### src/rtl/tcic_pkg.sv
package tcic_pkg;
  typedef enum logic [1:0] {
    OP_NONE     = 2'd0,
    OP_EN_SET   = 2'd1,
    OP_EN_CLR   = 2'd2,
    OP_PEND_CLR = 2'd3
  } wr_op_e;
endpackage

### src/rtl/tcic_hit_decode.sv
module tcic_hit_decode #(
  parameter int NUM_CH = 4,
  parameter int CODE_W = 6,
  localparam int NUM_CODE = 1 << CODE_W
) (
  input  logic [NUM_CH-1:0]        valid_i,
  input  logic [NUM_CH-1:0]        ien_i,
  input  logic [NUM_CH*CODE_W-1:0] code_i,
  output logic [NUM_CODE-1:0]      hit_o
);
  logic [NUM_CODE-1:0] onehot [NUM_CH];

  for (genvar c = 0; c < NUM_CH; c++) begin : g_ch
    logic [CODE_W-1:0] code;
    assign code = code_i[c*CODE_W +: CODE_W];
    always_comb begin
      onehot[c] = '0;
      if (valid_i[c] && ien_i[c]) onehot[c][code] = 1'b1;
    end
  end

  always_comb begin
    hit_o = '0;
    for (int c = 0; c < NUM_CH; c++) hit_o = hit_o | onehot[c];
  end
endmodule

### src/rtl/tcic_bitreg.sv
module tcic_bitreg #(
  parameter int WIDTH = 64
) (
  input  logic             clk_i,
  input  logic             rst_ni,
  input  logic [WIDTH-1:0] set_i,
  input  logic [WIDTH-1:0] clr_i,
  output logic [WIDTH-1:0] q_o,
  output logic [WIDTH-1:0] nxt_o
);
  logic [WIDTH-1:0] q;

  // set beats clear on the same bit
  assign nxt_o = (q & ~clr_i) | set_i;
  assign q_o   = q;

  always_ff @(posedge clk_i or negedge rst_ni) begin
    if (!rst_ni) q <= '0;
    else         q <= nxt_o;
  end
endmodule

### src/rtl/tc_done_irq_ctrl.sv
module tc_done_irq_ctrl
  import tcic_pkg::*;
#(
  parameter int NUM_CH = 4,
  parameter int CODE_W = 6,
  localparam int NUM_CODE = 1 << CODE_W
) (
  input  logic                     clk_i,
  input  logic                     rst_ni,
  input  logic [NUM_CH-1:0]        done_valid_i,
  input  logic [NUM_CH-1:0]        done_ien_i,
  input  logic [NUM_CH*CODE_W-1:0] done_code_i,
  input  logic [1:0]               wr_op_i,
  input  logic [NUM_CODE-1:0]      wr_data_i,
  output logic [NUM_CODE-1:0]      pend_o,
  output logic [NUM_CODE-1:0]      en_o,
  output logic                     irq_o
);
  wr_op_e              op;
  logic [NUM_CODE-1:0] hit;
  logic [NUM_CODE-1:0] pend_clr, en_set, en_clr;
  logic [NUM_CODE-1:0] pend_nxt, en_nxt;
  logic                irq_q;

  assign op = wr_op_e'(wr_op_i);

  tcic_hit_decode #(.NUM_CH(NUM_CH), .CODE_W(CODE_W)) u_dec (
    .valid_i (done_valid_i),
    .ien_i   (done_ien_i),
    .code_i  (done_code_i),
    .hit_o   (hit)
  );

  always_comb begin
    pend_clr = '0;
    en_set   = '0;
    en_clr   = '0;
    unique case (op)
      OP_EN_SET:   en_set   = wr_data_i;
      OP_EN_CLR:   en_clr   = wr_data_i;
      OP_PEND_CLR: pend_clr = wr_data_i;
      default: ;
    endcase
  end

  tcic_bitreg #(.WIDTH(NUM_CODE)) u_pend (
    .clk_i  (clk_i),
    .rst_ni (rst_ni),
    .set_i  (hit),
    .clr_i  (pend_clr),
    .q_o    (pend_o),
    .nxt_o  (pend_nxt)
  );

  tcic_bitreg #(.WIDTH(NUM_CODE)) u_en (
    .clk_i  (clk_i),
    .rst_ni (rst_ni),
    .set_i  (en_set),
    .clr_i  (en_clr),
    .q_o    (en_o),
    .nxt_o  (en_nxt)
  );

  // level computed from next state so it moves with the registers
  always_ff @(posedge clk_i or negedge rst_ni) begin
    if (!rst_ni) irq_q <= 1'b0;
    else         irq_q <= |(pend_nxt & en_nxt);
  end

  assign irq_o = irq_q;
endmodule

### config.mk
export PLATFORM = sky130hd
export DESIGN_NAME = tc_done_irq_ctrl
export DESIGN_NICKNAME = d
export VERILOG_FILES = /design/src/rtl/tcic_pkg.sv /design/src/rtl/tcic_hit_decode.sv /design/src/rtl/tcic_bitreg.sv /design/src/rtl/tc_done_irq_ctrl.sv
export SDC_FILE = /design/constraint.sdc
export NUM_CORES = 1
export LEC_CHECK = 0
export BUFFER_PORTS_ARGS = -buffer_cell sky130_fd_sc_hd__buf_2
export CAP_MARGIN = 40
export CORE_MARGIN = 2
export CORE_UTILIZATION = 45
export CTS_BUF_LIST = sky130_fd_sc_hd__clkbuf_4 sky130_fd_sc_hd__clkbuf_8 sky130_fd_sc_hd__clkbuf_16
export DETAILED_ROUTE_END_ITERATION = 8
export PLACE_DENSITY = 0.72
export SETUP_SLACK_MARGIN = 0.2
export SYNTH_ARGS = -nofsm -noshare
export SYNTH_HDL_FRONTEND = slang
export SYNTH_SLANG_ARGS = --single-unit
### constraint.sdc
create_clock -name clk_i -period 3.8 [get_ports clk_i]
set_input_delay 0.57 -clock clk_i [delete_from_list [all_inputs] [get_ports clk_i]]
set_output_delay 0.57 -clock clk_i [all_outputs]
set_load 0.02 [all_outputs]
==> flow_summary.json <==
{
  "synth.distinct_cells": 43,
  "synth_cells": 1017,
  "worst_pin_slew_ns": 1.03,
  "crit_required_ns": 4.08,
  "cts_tree": "yes",
  "ys.flop_type": "dfrtp_1",
  "synth_seq_cells": 129,
  "drtIter0Drc": 1790,
  "hold_path.class": "in2async",
  "ys_warn_count": 0,
  "detail_route.wl_per_cell_um": 29.5,
  "diodes": 0,
  "final_hold_viol_count": 0,
  "ios": 229,
  "cts.path.max_buffers": 2,
  "finClkSkew_ns": 0.00602,
  "path_max_fanout": 14,
  "fin_nets": 1300,
  "grt_usage": 0.430,
  "drive_gt1_frac": 0.257,
  "p_leak_nw": 4.71,
  "tns_ns": 0,
  "final_core_util": 0.564,
  "detail-route-antenna-nets": 0,
  "place_inst": 1409,
  "port_buffers": 228,
  "ctsResizeCount": 0,
  "grt_pass1_vias": 9486,
  "finalSetupViolCount": 0,
  "synth_fp_nets": 1117,
  "gr-total-overflow": 0,
  "hold_buffers": 0,
  "grt_max_degree": 75,
  "synth-seq-area-share": 0.395,
  "area_delta_synth_final_pct": 23.5,
  "routed_wl_um": 42600,
  "coreArea_um2": 17900,
  "syn_area_um2": 8180,
  "cts.sinks": 129,
  "h-tree-depth": 4,
  "place_area_um2": 9520,
  "final_cell_area_um2": 10100,
  "rsz0062_at_grt": "false",
  "drc": 0,
  "cts_root_buf": "clkbuf_16",
  "post-route-period-util": 0.780,
  "fillers": 1685,
  "die_x_um": 139,
  "start_util": 0.457,
  "maxSlewViolCount": 0,
  "dieHeight_um": 139,
  "place_congestion": 1.10,
  "max_freq_ghz": 0.337,
  "synth.avg_cell_area_um2": 8.04,
  "postCtsSetupBuffers": 0,
  "clk_pin_slew_ns": 0.06,
  "irDropWorstVdd_v": 0.000330,
  "status": "complete, no violations",
  "async_reset_ff_frac": 1.00,
  "endpoint_kind": "flop",
  "num_vias": 10100,
  "post-dp-hpwl_um": 31300,
  "crit_type": "in2reg",
  "slew_headroom": 0.310,
  "drtPass1Iterations": 9,
  "grt_pass1_wl_um": 61900,
  "critPathArrivalTime_ns": 3.24,
  "preCtsSetupSlack_ns": 0.538,
  "fin_ws_ns": 0.837,
  "period_needed_ns": 2.96,
  "die-area_um2": 19300,
  "via_per_inst": 7.03,
  "cap_violations": 0,
  "final_cell_count_no_fill": 1442,
  "mostFrequentLayoutCell": "buf_2",
  "worst_skew_pair.late_latency_ns": 0.44,
  "worst_setup_path_start_kind": "input port",
  "p_per_area_nw_per_um2": 444,
  "cts_made_buffers": 17,
  "antenna_found_initial": 0,
  "rows": 49,
  "synth_edf_count": 0,
  "final_cell_mix": "buf_2 (227), nand3_1 (184), a21oi_1 (130), dfrtp_1 (129), nand2_1 (111)"
}
==> per-layer routing <==
| layer | global-route usage | up-vias | wire length (um) |
|---|---|---|---|
| met5 | 0 | - | 0 |
| met4 | 0.237 | 0 | 2690 |
| met3 | 0.125 | 186 | 5480 |
| met2 | 0.610 | 828 | 17900 |
| met1 | 0.591 | 4890 | 16500 |
| li1 | - | 4234 | - |
==> worst paths after layout <==
path / slack, ns / from / endpoint / cells after the start
max: 0.84 / done_code_i[1] / irq_o / 8
min: 0.19 / rst_ni / u_en.q_o[18] / 1
max reg2reg: 1.49 / u_pend.q_o[32] / irq_o / 6
min reg2reg: 0.56 / u_pend.q_o[61] / u_pend.q_o[61] / 2
max in group asynchronous: 2.72 / rst_ni / u_pend.q_o[22] / 2
min in group clk_i: 0.46 / wr_data_i[22] / u_en.q_o[22] / 3
==> cells in the mapped netlist, types with 10 or more instances <==
library cell / number / area, um2
a21oi_1: 130 / 651
nor4bb_1: 14 / 140
buf_2: 32 / 160
clkbuf_1: 52 / 195
nand3_1: 184 / 921
nor2b_1: 17 / 106
and4b_1: 16 / 160
dfrtp_1: 129 / 3230
nand4_1: 57 / 357
buf_1: 12 / 45.0
a22oi_1: 49 / 368
nor2_1: 75 / 282
and4_1: 10 / 87.6
a32oi_1: 44 / 385
nand2_1: 111 / 417
==> logic make-up after synthesis <==
group,count (synthesis),synth area share
compound gates,244,0.193
buf+inv,102,0.0554
flops,129,0.395
simple gates,542,0.357
==> sequential cells by signal (all words and copies together) (netlist names) <==
name and flops:
u_en.q_o 64, u_pend.q_o 64, irq_o 1
==> report_power, final <==
group,internal (mW),switching (mW)
registers,1.53,0.117
logic,0.357,0.827
clock network,0.929,0.724
==> worst max-delay path: stages <==
cell and delay [ns]:
buf_2 0.31, and4b_1 0.43, a222oi_1 0.37, nand3_1 0.13, a22oi_1 0.37, nand4_1 0.31
nor4_1 0.54, nand4_1 0.20
==> metrics by stage <==
step,power [mW],hold slack (ns)
2_1_floorplan,2.28,0.274
3_3_place_gp,2.79,0.529
3_5_place_dp,2.81,0.536
4_1_cts,4.44,0.231
5_1_grt,4.61,0.249
6_report,4.48,0.195
==> area by class of cell <==
class	count	area (um2)	share of cell area
multi-input cells	786	4540	0.449
flip-flops and latches	129	3230	0.320
repair buffers	265	1470	0.145
clock buffers	18	433	0.0429
well taps	229	287	0.0284
clock inverters	14	145	0.0144
inverters	1	3.75	0.000372
No activity file was read; power rests on OpenSTA's default activity.
